===== config.mk =====
export PLATFORM = sky130hd
export DESIGN_NAME = autoneg_arbiter
export DESIGN_NICKNAME = d
export VERILOG_FILES = /design/src/rtl/an_arb_pkg.sv /design/src/rtl/an_ctl_regs.sv /design/src/rtl/an_neg_timer.sv /design/src/rtl/an_prio_resolve.sv /design/src/rtl/autoneg_arbiter.sv
export SDC_FILE = /design/constraint.sdc
export NUM_CORES = 1
export LEC_CHECK = 0
export CORE_UTILIZATION = 50
export CTS_BUF_LIST = sky130_fd_sc_hd__clkbuf_4
export DETAILED_ROUTE_END_ITERATION = 16
export GPL_TIMING_DRIVEN = 0
export PLACE_DENSITY = 0.88
export SYNTH_ARGS = -nofsm -noshare
export SYNTH_HDL_FRONTEND = slang
export SYNTH_SLANG_ARGS = --single-unit

===== constraint.sdc =====
create_clock -name clk -period 3.3 [get_ports clk]
set_clock_uncertainty 0.15 [all_clocks]
set_input_delay 0.66 -clock clk [delete_from_list [all_inputs] [get_ports clk]]
set_output_delay 0.66 -clock clk [all_outputs]
set_load 0.005 [all_outputs]

===== src/rtl/an_arb_pkg.sv =====
package an_arb_pkg;
    localparam int CW_W     = 16;
    localparam int ACK_BIT  = 14;
    localparam int TECH_N   = 4;
    localparam int TECH_LSB = 5;

    typedef logic [CW_W-1:0] cw_t;

    localparam cw_t ACK_MASK = cw_t'(1) << ACK_BIT;

    typedef enum logic [1:0] {
        PH_OFF  = 2'd0,
        PH_ABIL = 2'd1,
        PH_ACK  = 2'd2,
        PH_DONE = 2'd3
    } phase_e;

    typedef struct packed {
        logic en;
        logic rst;
        cw_t  adv;
    } ctl_st_t;

    function automatic cw_t strip_ack(input cw_t w);
        return w & ~ACK_MASK;
    endfunction
endpackage


===== src/rtl/an_ctl_regs.sv =====
module an_ctl_regs
    import an_arb_pkg::*;
#(
    parameter cw_t ADV_RESET = 16'h01E1
) (
    input  logic clk,
    input  logic rst_n,
    input  logic wr_ctl_i,
    input  logic wd_en_i,
    input  logic wd_restart_i,
    input  logic wr_adv_i,
    input  cw_t  wd_adv_i,
    output logic en_o,
    output logic restart_o,
    output cw_t  adv_o
);
    ctl_st_t ctl_d, ctl_q;

    always_comb begin
        ctl_d     = ctl_q;
        ctl_d.rst = wr_ctl_i && wd_restart_i;
        if (wr_ctl_i) begin
            ctl_d.en = wd_en_i;
        end
        if (wr_adv_i) begin
            ctl_d.adv = wd_adv_i;
        end
    end

    always_ff @(posedge clk or negedge rst_n) begin
        if (!rst_n) begin
            ctl_q.en  <= 1'b1;
            ctl_q.rst <= 1'b0;
            ctl_q.adv <= ADV_RESET;
        end else begin
            ctl_q <= ctl_d;
        end
    end

    assign en_o      = ctl_q.en;
    assign restart_o = ctl_q.rst;
    assign adv_o     = ctl_q.adv;


    restart_selfclear_chk: assert property (@(posedge clk) disable iff (!rst_n)
        (restart_o && !(wr_ctl_i && wd_restart_i)) |=> !restart_o);
endmodule


===== src/rtl/an_neg_timer.sv =====
module an_neg_timer #(
    parameter int LIMIT = 100000
) (
    input  logic clk,
    input  logic rst_n,
    input  logic run_i,
    input  logic clr_i,
    output logic expired_o
);
    localparam int W = (LIMIT > 2) ? $clog2(LIMIT) : 1;
    localparam logic [W-1:0] LAST = W'(LIMIT - 1);

    logic [W-1:0] cnt_d, cnt_q;

    always_comb begin
        cnt_d = cnt_q;
        if (clr_i || !run_i) begin
            cnt_d = '0;
        end else if (cnt_q != LAST) begin
            cnt_d = cnt_q + W'(1);
        end
    end

    always_ff @(posedge clk or negedge rst_n) begin
        if (!rst_n) begin
            cnt_q <= '0;
        end else begin
            cnt_q <= cnt_d;
        end
    end

    assign expired_o = run_i && (cnt_q == LAST);


    cnt_bound_chk: assert property (@(posedge clk) disable iff (!rst_n)
        cnt_q <= LAST);
endmodule


===== src/rtl/an_prio_resolve.sv =====
module an_prio_resolve
    import an_arb_pkg::*;
(
    input  logic [TECH_N-1:0] loc_i,
    input  logic [TECH_N-1:0] lp_i,
    output logic [TECH_N-1:0] pick_o,
    output logic              none_o,
    output logic              spd100_o,
    output logic              fdx_o
);
    logic [TECH_N-1:0] common;

    assign common = loc_i & lp_i;

    for (genvar i = 0; i < TECH_N; i++) begin : g_pick
        assign pick_o[i] = common[i] && !(|(common >> (i + 1)));
    end

    assign none_o   = ~|common;
    // index 3: 100 full, 2: 100 half, 1: 10 full, 0: 10 half
    assign spd100_o = pick_o[3] | pick_o[2];
    assign fdx_o    = pick_o[3] | pick_o[1];
endmodule


===== src/rtl/autoneg_arbiter.sv =====
module autoneg_arbiter
    import an_arb_pkg::*;
#(
    parameter int  MATCH_N     = 3,
    parameter int  TIMEOUT_CYC = 100000,
    parameter cw_t ADV_RESET   = 16'h01E1
) (
    input  logic        clk,
    input  logic        rst_n,
    input  logic        ctl_wr_i,
    input  logic        ctl_en_wd_i,
    input  logic        ctl_restart_wd_i,
    input  logic        adv_wr_i,
    input  logic [15:0] adv_wd_i,
    input  logic        rx_valid_i,
    input  logic [15:0] rx_word_i,
    input  logic        idle10_i,
    input  logic        idle100_i,
    input  logic        link_ok_i,
    output logic        ctl_en_o,
    output logic        ctl_restart_o,
    output logic [15:0] adv_o,
    output logic        tx_req_o,
    output logic [15:0] tx_word_o,
    output logic [15:0] lp_word_o,
    output logic        lp_valid_o,
    output logic        done_o,
    output logic        fail_o,
    output logic        speed100_o,
    output logic        full_dup_o
);
    localparam int CNT_W = (MATCH_N > 2) ? $clog2(MATCH_N) : 1;
    localparam logic [CNT_W-1:0] CNT_LAST = CNT_W'(MATCH_N - 1);

    typedef struct packed {
        phase_e           ph;
        cw_t              cand;
        logic [CNT_W-1:0] cnt;
        cw_t              lp;
        logic             lp_vld;
        logic             ack;
        logic             done;
        logic             fail;
        logic             spd100;
        logic             fdx;
    } arb_st_t;

    arb_st_t st_d, st_q, fresh;

    logic en_q, restart_q;
    cw_t  adv_q;
    logic tmo, run, restart_evt;
    logic [TECH_N-1:0] pick;
    logic none, r_spd, r_fdx;
    cw_t  rx_bare;

    an_ctl_regs #(.ADV_RESET(ADV_RESET)) i_ctl (
        .clk         (clk),
        .rst_n       (rst_n),
        .wr_ctl_i    (ctl_wr_i),
        .wd_en_i     (ctl_en_wd_i),
        .wd_restart_i(ctl_restart_wd_i),
        .wr_adv_i    (adv_wr_i),
        .wd_adv_i    (adv_wd_i),
        .en_o        (en_q),
        .restart_o   (restart_q),
        .adv_o       (adv_q)
    );

    assign run = (st_q.ph == PH_ABIL) || (st_q.ph == PH_ACK);

    an_neg_timer #(.LIMIT(TIMEOUT_CYC)) i_tmr (
        .clk      (clk),
        .rst_n    (rst_n),
        .run_i    (run),
        .clr_i    (restart_evt),
        .expired_o(tmo)
    );

    an_prio_resolve i_res (
        .loc_i   (adv_q[TECH_LSB +: TECH_N]),
        .lp_i    (st_q.lp[TECH_LSB +: TECH_N]),
        .pick_o  (pick),
        .none_o  (none),
        .spd100_o(r_spd),
        .fdx_o   (r_fdx)
    );

    assign rx_bare = strip_ack(rx_word_i);

    always_comb begin
        fresh        = st_q;
        fresh.ph     = PH_ABIL;
        fresh.cnt    = '0;
        fresh.lp_vld = 1'b0;
        fresh.ack    = 1'b0;
        fresh.done   = 1'b0;
        fresh.spd100 = 1'b0;
        fresh.fdx    = 1'b0;
    end

    always_comb begin
        st_d        = st_q;
        restart_evt = 1'b0;
        if (!en_q) begin
            st_d      = fresh;
            st_d.ph   = PH_OFF;
            st_d.fail = 1'b0;
        end else if (restart_q || st_q.ph == PH_OFF) begin
            st_d        = fresh;
            st_d.fail   = 1'b0;
            restart_evt = 1'b1;
        end else begin
            unique case (st_q.ph)
                PH_ABIL: begin
                    if (tmo) begin
                        st_d        = fresh;
                        st_d.fail   = 1'b1;
                        restart_evt = 1'b1;
                    end else if (idle100_i || idle10_i) begin
                        st_d.ph     = PH_DONE;
                        st_d.done   = 1'b1;
                        st_d.fail   = 1'b0;
                        st_d.cnt    = '0;
                        st_d.spd100 = idle100_i;
                        st_d.fdx    = 1'b0;
                    end else if (rx_valid_i) begin
                        if (st_q.cnt != '0 && rx_bare == strip_ack(st_q.cand)) begin
                            if (st_q.cnt == CNT_LAST) begin
                                st_d.ph     = PH_ACK;
                                st_d.lp     = rx_word_i;
                                st_d.lp_vld = 1'b1;
                                st_d.ack    = 1'b1;
                                st_d.cnt    = '0;
                            end else begin
                                st_d.cnt = st_q.cnt + CNT_W'(1);
                            end
                        end else begin
                            st_d.cand = rx_word_i;
                            st_d.cnt  = CNT_W'(1);
                        end
                    end
                end
                PH_ACK: begin
                    if (tmo) begin
                        st_d        = fresh;
                        st_d.fail   = 1'b1;
                        restart_evt = 1'b1;
                    end else if (rx_valid_i) begin
                        if (rx_word_i[ACK_BIT] && rx_bare == strip_ack(st_q.lp)) begin
                            if (st_q.cnt == CNT_LAST) begin
                                if (none) begin
                                    st_d        = fresh;
                                    st_d.fail   = 1'b1;
                                    restart_evt = 1'b1;
                                end else begin
                                    st_d.ph     = PH_DONE;
                                    st_d.done   = 1'b1;
                                    st_d.fail   = 1'b0;
                                    st_d.cnt    = '0;
                                    st_d.spd100 = r_spd;
                                    st_d.fdx    = r_fdx;
                                end
                            end else begin
                                st_d.cnt = st_q.cnt + CNT_W'(1);
                            end
                        end else begin
                            st_d.cnt = '0;
                        end
                    end
                end
                PH_DONE: begin
                    if (!link_ok_i) begin
                        st_d        = fresh;
                        restart_evt = 1'b1;
                    end
                end
                default: begin
                    st_d        = fresh;
                    restart_evt = 1'b1;
                end
            endcase
        end
    end

    always_ff @(posedge clk or negedge rst_n) begin
        if (!rst_n) begin
            st_q        <= '0;
            st_q.ph     <= PH_ABIL;
        end else begin
            st_q <= st_d;
        end
    end

    assign ctl_en_o      = en_q;
    assign ctl_restart_o = restart_q;
    assign adv_o         = adv_q;
    assign tx_req_o      = run;
    assign tx_word_o     = st_q.ack ? (adv_q | ACK_MASK) : strip_ack(adv_q);
    assign lp_word_o     = st_q.lp;
    assign lp_valid_o    = st_q.lp_vld;
    assign done_o        = st_q.done;
    assign fail_o        = st_q.fail;
    assign speed100_o    = st_q.spd100;
    assign full_dup_o    = st_q.fdx;


    ack_needs_lp_chk: assert property (@(posedge clk) disable iff (!rst_n)
        tx_word_o[ACK_BIT] |-> lp_valid_o);


    pick_onehot_chk: assert property (@(posedge clk) disable iff (!rst_n)
        $onehot0(pick));


    fail_restart_chk: assert property (@(posedge clk) disable iff (!rst_n)
        $rose(fail_o) |-> (tx_req_o && !lp_valid_o && !done_o));


    tmo_fail_chk: assert property (@(posedge clk) disable iff (!rst_n)
        (tmo && en_q && !restart_q) |=> fail_o);


    off_quiet_chk: assert property (@(posedge clk) disable iff (!rst_n)
        !en_q |=> (!tx_req_o && !done_o && !fail_o));


    link_loss_chk: assert property (@(posedge clk) disable iff (!rst_n)
        (done_o && !link_ok_i) |=> !done_o);


    done_fail_excl_chk: assert property (@(posedge clk) disable iff (!rst_n)
        !(done_o && fail_o));
endmodule


# Word level (Yosys, flattened, before mapping)

Cells that the tools add are included.

Equal/unequal tests: 23
Reductions and logical operators: 25
Bitwise gates (word level): 9
$add $sub $neg: 2
Mux-type cells: 41

Operators with widths:

| cell                                                                     | count |
|---|---|
| 42-bit 2-to-1 mux                                                        | 6 |
| 42-bit case mux with 3 select lines                                      | 1 |
| 18-bit 2-to-1 mux                                                        | 5 |
| 22-bit 2-to-1 mux                                                        | 2 |
| 5-bit by 4-bit inequality test with 1-bit output (second input constant) | 8 |
| 38-bit 2-to-1 mux                                                        | 1 |
| 17-bit 2-to-1 mux                                                        | 2 |
| 16-bit 2-to-1 mux                                                        | 2 |
| 15-bit == test                                                           | 2 |
| 2-bit 2-to-1 mux                                                         | 9 |
| 6-bit by 5-bit inequality test with 1-bit output (second input constant) | 3 |
| 9-bit AND reduction                                                      | 2 |
| 17-bit by 1-bit adder with 17-bit output (second input constant)         | 1 |
| 17-bit == test (second input constant)                                   | 1 |
| 17-bit inequality test (second input constant)                           | 1 |
| 15-bit 2-to-1 mux                                                        | 1 |
| 10-bit AND reduction                                                     | 1 |
| 1-bit 2-to-1 mux                                                         | 9 |
| 4-bit 2-to-1 mux                                                         | 2 |
| 4-bit inequality test (second input constant)                            | 2 |
| 7-bit AND reduction                                                      | 1 |
| 2-bit == test (second input constant)                                    | 3 |
| 1-bit logical AND                                                        | 6 |
| 1-bit inverter                                                           | 6 |
| other kinds (16)                                                         | 23 |

Bits of input ports: 42
Bits in registers: 77
Output and inout port bits: 56

# Longest topological paths before layout

Gate-level depths: netlist of run 1.

Word-level depth: 13
Gate-level depth with buffers: 9
Gate-level depth less buffers: 8

# By module

A second synthesis of run 1 with hierarchy kept.

Cells, all modules: 438
Area total of the unflattened synthesis: 4386.7 sq um

By module, submodules not included:

| module          | cells each | times used | area an instance (sq um) |
|---|---|---|---|
| autoneg_arbiter | 299        | 1          | 2697.6 |
| an_neg_timer    | 91         | 1          | 899.6 |
| an_ctl_regs     | 38         | 1          | 724.4 |
| an_prio_resolve | 10         | 1          | 65.1 |

# Worst setup path before layout of run 1

OpenSTA, ideal clock, no wires.

Kind: input port to flip-flop
Start: input rx_word_i[10]
End: register st_q[41] (netlist bit)
Buffers on the path: 0
Path slack: 435 ps
Data required time: 3025 ps
Stages on the path: 6
Setup time: 125 ps
Arrival time: 2590 ps
Cells stage by stage: xor2_1 -> or4_1 -> or4b_4 -> and2_1 -> or3_4 -> mux2_4

Word-level cells in the longest chain between the ends: 4
Elaborated cells between the ends (all ways): 7
Classes of those cells: eq/ne (4); reduce/logical (3)

Ends and longest elaborated chain:

| item                                                                                                                           | RTL line                                       | source |
|---|---|---|
| start, declared                                                                                                                | autoneg_arbiter.sv:16                          | `input logic [15:0] rx_word_i,` |
| 15-bit == test (on tied branches)                                                                                              | autoneg_arbiter.sv:128, autoneg_arbiter.sv:150 |  |
| 1-bit logical AND (on tied branches)                                                                                           | autoneg_arbiter.sv:128, autoneg_arbiter.sv:150 |  |
| 6-bit by 5-bit inequality test with 1-bit output (no line) or 5-bit by 4-bit inequality test with 1-bit output (tied branches) | --                                             |  |
| 7-bit AND reduction (no line) (*)                                                                                              | --                                             |  |
| end signal, assigned                                                                                                           | autoneg_arbiter.sv:191                         | `st_q <= st_d;` |
| end, declared                                                                                                                  | autoneg_arbiter.sv:48                          | `arb_st_t st_d, st_q, fresh;` |

Every way passes the cells marked *; elsewhere a longest branch is shown, timed or not.
A chain may end at the register's enable or synchronous reset.

# Worst setup path after layout of run 1

Start: input rx_word_i[3]
End: register st_q (netlist bit done_o)

Word-level cells in the longest chain between the ends: 4

Ends and longest elaborated chain:

| item                                                       | RTL line               | source |
|---|---|---|
| 15-bit == test                                             | autoneg_arbiter.sv:150 | `if (rx_word_i[ACK_BIT] && rx_bare == strip_ack(st_q.lp)) begin` |
| 1-bit logical AND                                          | autoneg_arbiter.sv:150 |  |
| 5-bit by 4-bit inequality test with 1-bit output (no line) | --                     |  |
| 5-bit AND reduction (no line)                              | --                     |  |

No other way between the ends.

==> impl_metrics.yaml, run 1 <==
status:
  status: "completed"
routing:
  drcViolationCount: 0
  wl_per_cell_um: 16.8
  drt_pass1_iterations: 6
  num_vias: 3539
  wl_mm: 10.6
  first_iter_violations: 320
  drt-vias-per-instance: 5.62
  ant_nets: 0
grt:
  grt.overflow.total: 0
  grt_pass1_vias: 3473
  use_met2_pct: 39.9
  gr-usage-met1_pct: 32.7
  track_usage_pct: 24.5
  busiest_layer: "met2"
  grt_max_degree: 58
  antenna_found_initial: 0
  use_met3_pct: 3.67
  grt_pass1_wl_mm: 16.9
timing:
  clock.fmax_mhz: 316
  slew_violations: 0
  maxSlewHeadroom_pct: 32.2
  rsz0062_at_grt: "false"
  worst_slew_pin_slew_ns: 0.991
  hold_violations: 0
  fin_setup_tns_ns: 0
  period_minus_slack_ns: 3.17
  fin_crit_sh_pct: 96.0
  setup-violations-final: 0
power:
  clkPwrFrac_pct: 29.5
  p_int_mw: 1.57
  p_comb_share_pct: 23.9
  switching_share_pct: 28.7
  leakage_nw: 2.47
  ir_drop_mv: 0.303
  seqPwrFrac_pct: 46.6
  switching_power_mw: 0.635
  pwr_density_cell_nw_per_um2: 389
worst_setup_path:
  worstPathCellList: "clkdlybuf4s50_1 > xor2_1 > or4_1 > or4b_4 > o21ai_0 > mux2i_1 > nor2_1"
  cp_top_family: "simple AND/OR/NAND/NOR gates"
  rr_startpoint: "i_tmr.cnt_q[5]"
  cp-start-kind: "input port"
  reg2reg_to: "lp_word_o[12]"
  path_max_fanout: 5
  crit_path_end_kind: "flip-flop"
  arrival_ns: 3.33
  r2r_slack_ns: 0.25
  crit_path_max_incr_delay_ns: 0.55
  cp_num_buf_inv: 1
  ff2ff_path_depth: 6
  critPathSlowestCell: "o21ai_0"
  crit_required_ns: 3.46
  worstSetupPathType: "in2reg"
  cp.depth: 7
clocking:
  clk_latency_ns: 0.43
  cts_root_buf: "clkbuf_4"
  path_clk_slew_ns: 0.12
  htreeDepth: 3
  tritoncts: "built"
  cts_buffer_depth: 2
  clkSinkCount: 75
  numCtsBuffers: 9
placed_design:
  place.gp.congestion: 0.881
  place.detailed.hpwl_mm: 7.88
  io_buffers: 96
worst_hold_path:
  min_to: "lp_word_o[14]"
  hold_depth: 2
  worstHoldPathType: "reg2reg"
  min-delay-start: "lp_word_o[14]"
synthesis:
  ys_ff_latch: 75
  synth_nets: 454
  ys_seq_area_share_pct: 43.5
  yosys_warnings: 0
  syn-mean-instance-area_um2: 10.7
  ys_async_sr_fraction_pct: 100
  synth_edf_count: 0
  syn_area_um2: 4330
  ys_types: 53
  synthFlopType: "dfrtp_1"
  syn_inst: 406
floorplanning:
  rows: 33
  start_util_pct: 52.2
  core_um2: 8300
  die-height_um: 95.1
  die_w_um: 95.1
  io_pins: 98
  design.die.area_um2: 9040
layout:
  syn_to_final_growth_pct: 31.0
  layout-drive-gt1-share_pct: 23.6
  fill_cells: 602
  utilization_pct: 68.4
  final_nets: 568
  antennaDiodeCount: 0
flow_run:
  maxCapViolations: 0
-- cells by family after synthesis --
kind of cell	after synthesis	share of synthesized area, %
xor+xnor	45	9.10
simple gates	137	18.7
compound gates	42	6.53
fa+ha+maj	6	1.73
flops	75	43.5
buf+inv	50	7.22
mux	51	13.2
-- Yosys cell counts, drive strengths merged, types with 5 or more instances --
master | number | area [µm²]
xnor2 | 30 | 263
nand4 | 14 | 87.6
and2 | 5 | 31.3
buf | 36 | 260
mux2 | 46 | 522
ha | 6 | 75.1
mux2i | 5 | 50.1
a21oi | 7 | 38.8
xor2 | 15 | 131
dfstp | 7 | 184
and3 | 16 | 100
nand3 | 12 | 60.1
nor3 | 5 | 25.0
dfrtp | 68 | 1700
o21ai | 14 | 70.1
clkbuf | 7 | 26.3
nor2 | 29 | 109
nand2 | 21 | 78.8
inv | 7 | 26.3
nor3b | 5 | 37.5
-- metal layers --
metal / part of all wire [%] / vias up
li1: - / 1647
met1: 43 / 1708
met2: 49 / 160
met3: 6.4 / 24
met4: 1.9 / 0
met5: 0 / -
-- registers in the layout, summed over array words and instances, names as in the netlist --
name             flops
i_tmr.cnt_q         17
full_dup_o           1
i_ctl.restart_o      1
lp_word_o           16
fail_o               1
fresh               15
done_o               1
speed100_o           1
lp_valid_o           1
i_ctl.adv_o         16
i_ctl.en_o           1
st_q                 4
-- stage by stage --
stage / power, mW / instances / area (µm²) / hold WS (ns) / worst slack, ns
floorplan: 1.31 / 406 / 4330 / 0.214 / 0.435
global placement: 1.54 / 607 / 5420 / 0.317 / -1.17
detailed placement: 1.57 / 608 / 5450 / 0.330 / -0.362
CTS: 2.22 / 625 / 5620 / 0.359 / 0.0998
global route: 2.31 / 630 / 5670 / 0.388 / 0.00784
finish: 2.21 / 630 / 5670 / 0.353 / 0.132
-- worst max-delay path by stage --
| stage | end | start | slack, ns |
|---|---|---|---|
| finish | done_o | rx_word_i[3] | 0.13 |
| global route | fresh[34] | rx_word_i[15] | 0.008 |
| CTS | fresh[34] | rx_word_i[9] | 0.1 |
| detailed placement | fresh[37] | rx_word_i[9] | -0.36 |
| global placement | lp_word_o[12] | rst_n | -1.17 |
| floorplan | st_q[41] | rx_word_i[10] | 0.43 |
-- worst min-delay path: cells and delay by family, from the launching register on --
kind	cells	cell delay, ns
flops	1	0.37
compound gates	1	0.06
simple gates	1	0.05
-- final cells by class --
| cell class | instances | area, µm² | area share (%) |
|---|---|---|---|
| plain buffers | 43 | 289 | 5.09 |
| clock buffers | 10 | 75.1 | 1.32 |
| clock inverters | 6 | 88.8 | 1.57 |
| inverters | 7 | 26.3 | 0.463 |
| multi-input cells | 281 | 2140 | 37.8 |
| flip-flops and latches | 75 | 1890 | 33.2 |
| well taps | 105 | 131 | 2.32 |
| repair buffers | 103 | 1030 | 18.2 |
-- power groups by stage --
stage | Clock, mW | Sequential, mW | Combinational, mW
6_report | 0.650 | 1.03 | 0.529
5_1_grt | 0.701 | 1.04 | 0.573
4_1_cts | 0.665 | 1.03 | 0.525
3_5_place_dp | 0 | 1.05 | 0.521
3_3_place_gp | 0 | 1.04 | 0.503
2_1_floorplan | 0 | 1.04 | 0.271
-- cell usage in the layout (no fill, tap or decap), types with 6 or more instances in the layout --
cell / netlist / layout
a21oi_1: 6 / 6
ha_1: 6 / 6
nand3_1: 12 / 11
clkdlybuf4s50_1: 0 / 95
dfstp_2: 7 / 7
clkbuf_4: 0 / 11
xor2_1: 15 / 15
dfrtp_1: 68 / 68
buf_4: 32 / 38
and3_1: 16 / 16
clkbuf_1: 7 / 7
xnor2_1: 30 / 30
o21ai_0: 14 / 14
nor2_1: 29 / 29
inv_1: 7 / 7
nand2_1: 21 / 21
mux2_2: 45 / 45
nand4_1: 14 / 14
-- timing repair --
action | in CTS | in global routing
hold endpoints to repair | 16 | 0
setup buffers | 0 | 5
setup endpoints to repair | 0 | 17
resized for setup | 0 | 3
hold buffers | 1 | 0
No activity file was read; power rests on OpenSTA's default activity.
==> run 2, diff against run 1 <==
--- a/config.mk
+++ b/config.mk
@@ -5,6 +5,7 @@
 export SDC_FILE = /design/constraint.sdc
 export NUM_CORES = 1
 export LEC_CHECK = 0
+export CORE_ASPECT_RATIO = 1.4
 export CORE_UTILIZATION = 50
 export CTS_BUF_LIST = sky130_fd_sc_hd__clkbuf_4
 export DETAILED_ROUTE_END_ITERATION = 16
==> impl_metrics.yaml, run 2 (synthesized netlist as in run 1, its figures left out) <==
floorplanning:
  core_um2: 8300
  design.die.area_um2: 9040
  io_pins: 98
  die_w_um: 80.7
  die-height_um: 112
  rows: 39
  start_util_pct: 52.2
worst_setup_path:
  crit_path_end_kind: "flip-flop"
  cp-start-kind: "input port"
  arrival_ns: 3.39
  worstSetupPathType: "in2reg"
  crit_required_ns: 3.47
  path_max_fanout: 10
  ff2ff_path_depth: 6
routing:
  ant_nets: 0
  drt_pass1_iterations: 4
  wl_mm: 10.7
  drt-vias-per-instance: 5.56
  wl_per_cell_um: 17.2
  drcViolationCount: 0
  first_iter_violations: 214
  num_vias: 3458
clocking:
  tritoncts: "built"
  postCtsSetupBuffers: 0
  clk_latency_ns: 0.44
  cts_buffer_depth: 2
  path_clk_slew_ns: 0.11
  numCtsBuffers: 9
  clkSinkCount: 75
  htreeDepth: 3
  cts_root_buf: "clkbuf_4"
placed_design:
  place.detailed.hpwl_mm: 8.12
  place.gp.congestion: 0.920
  io_buffers: 96
  dpl_worst_slack_ns: -0.397
layout:
  antennaDiodeCount: 0
  regMostFlops: "i_tmr.cnt_q"
  layout-drive-gt1-share_pct: 22.5
  syn_to_final_growth_pct: 28.6
  most-common-layout-cells: "clkdlybuf4s50_1, dfrtp_1, mux2_2"
  final_nets: 563
  utilization_pct: 67.1
  fill_cells: 628
  largest_reg_flops: 17
  final_common_cell: "clkdlybuf4s50_1"
status:
  status: "completed"
grt:
  grt.overflow.total: 0
  track_usage_pct: 25.5
  grt_pass1_vias: 3639
  grt_max_degree: 72
  antenna_found_initial: 0
  grt_pass1_wl_mm: 17.5
timing:
  period_minus_slack_ns: 3.22
  layout_setup_ws_ns: 0.0843
  worst_slew_pin_slew_ns: 0.849
  finalHoldWorstSlack_ns: 0.387
  slew_violations: 0
  clock.fmax_mhz: 311
  hold_violations: 0
  fin_crit_sh_pct: 97.4
  rsz0062_at_grt: "false"
  maxSlewHeadroom_pct: 41.9
  setup-violations-final: 0
power:
  pwr_density_cell_nw_per_um2: 362
  ir_drop_mv: 0.301
  leakage_nw: 2.43
worst_hold_path:
  worstHoldPathType: "reg2reg"
  hold_depth: 1
flow_run:
  maxCapViolations: 0
## run 2: cell types whose count changed in the layout (fill, tap and decap cells not counted)
cell / before / now
buf_4: 38 / 33
bufinv_16: 2 / 0
clkbuf_4: 11 / 10
clkinv_1: 0 / 2
clkinv_2: 1 / 4
clkinvlp_4: 2 / 1
inv_6: 1 / 0
## run 2: final cells by class
cell class	instances	area [µm²]	area share (%)
Clock buffer	9	67.6	1.21
Inverter	7	26.3	0.472
Buffer	43	289	5.19
Sequential cell	75	1890	33.8
Tap cell	102	128	2.29
Clock inverter	7	35.0	0.629
Multi-Input combinational cell	281	2140	38.5
Timing Repair Buffer	98	996	17.9
## run 2: critical path, cell delays in order
cell and delay, ns:
clkdlybuf4s50_1 0.55, xnor2_1 0.14, nand4_1 0.15, or4b_2 0.71
nor2_1 0.15, nand3b_1 0.33, clkbuf_4 0.33, mux2_2 0.35
## run 2: layer usage
metal	part of all wire (%)	GRT usage, %
met1	38	28.7
met2	55	45.5
met3	3.9	3.90
met4	3.2	12.7
met5	0	0
## run 2: path summary, 6_finish.rpt
| kind | start | to | slack (ns) |
|---|---|---|---|
| min in group asynchronous | rst_n | i_ctl.adv_o[11] | 0.42 |
| setup reg to reg | i_tmr.cnt_q[5] | fresh[32] | 0.32 |
| hold / removal | fresh[28] | fresh[28] | 0.39 |
| setup / recovery | rx_word_i[15] | fresh[32] | 0.08 |
| hold reg to reg | fresh[28] | fresh[28] | 0.39 |
| max in group asynchronous | rst_n | i_ctl.adv_o[5] | 2.01 |
## run 2: metrics by stage
| stage | cell area [µm²] | instances | setup TNS [ns] | power, mW |
|---|---|---|---|---|
| 2_1_floorplan | 4330 | 406 | 0 | 1.31 |
| 3_3_place_gp | 5420 | 604 | -87.75 | 1.54 |
| 3_5_place_dp | 5440 | 605 | -7.27 | 1.57 |
| 4_1_cts | 5560 | 622 | 0 | 2.03 |
| 5_1_grt | 5570 | 622 | 0 | 2.13 |
| 6_report | 5570 | 622 | 0 | 2.02 |
## run 2: power by group
part	leakage, nW	switching, mW	internal [mW]
sequential	0.991	0.0494	0.981
combinational	1.38	0.250	0.274
clock	0.0603	0.321	0.144
## run 2: repair_timing
action | CTS | global route
gates resized for setup | 0 | 3
endpoints found under the hold margin | 4 | 0
endpoints found under the setup margin | 0 | 15
hold buffers | 1 | 0
==> run 3, diff against run 2 <==
--- a/config.mk
+++ b/config.mk
@@ -11,6 +11,7 @@
 export DETAILED_ROUTE_END_ITERATION = 16
 export GPL_TIMING_DRIVEN = 0
 export PLACE_DENSITY = 0.88
+export SKIP_LAST_GASP = 1
 export SYNTH_ARGS = -nofsm -noshare
 export SYNTH_HDL_FRONTEND = slang
 export SYNTH_SLANG_ARGS = --single-unit
==> results of run 3 <==
Same layout as run 2: the final DEF is identical, and so are final timing and power.
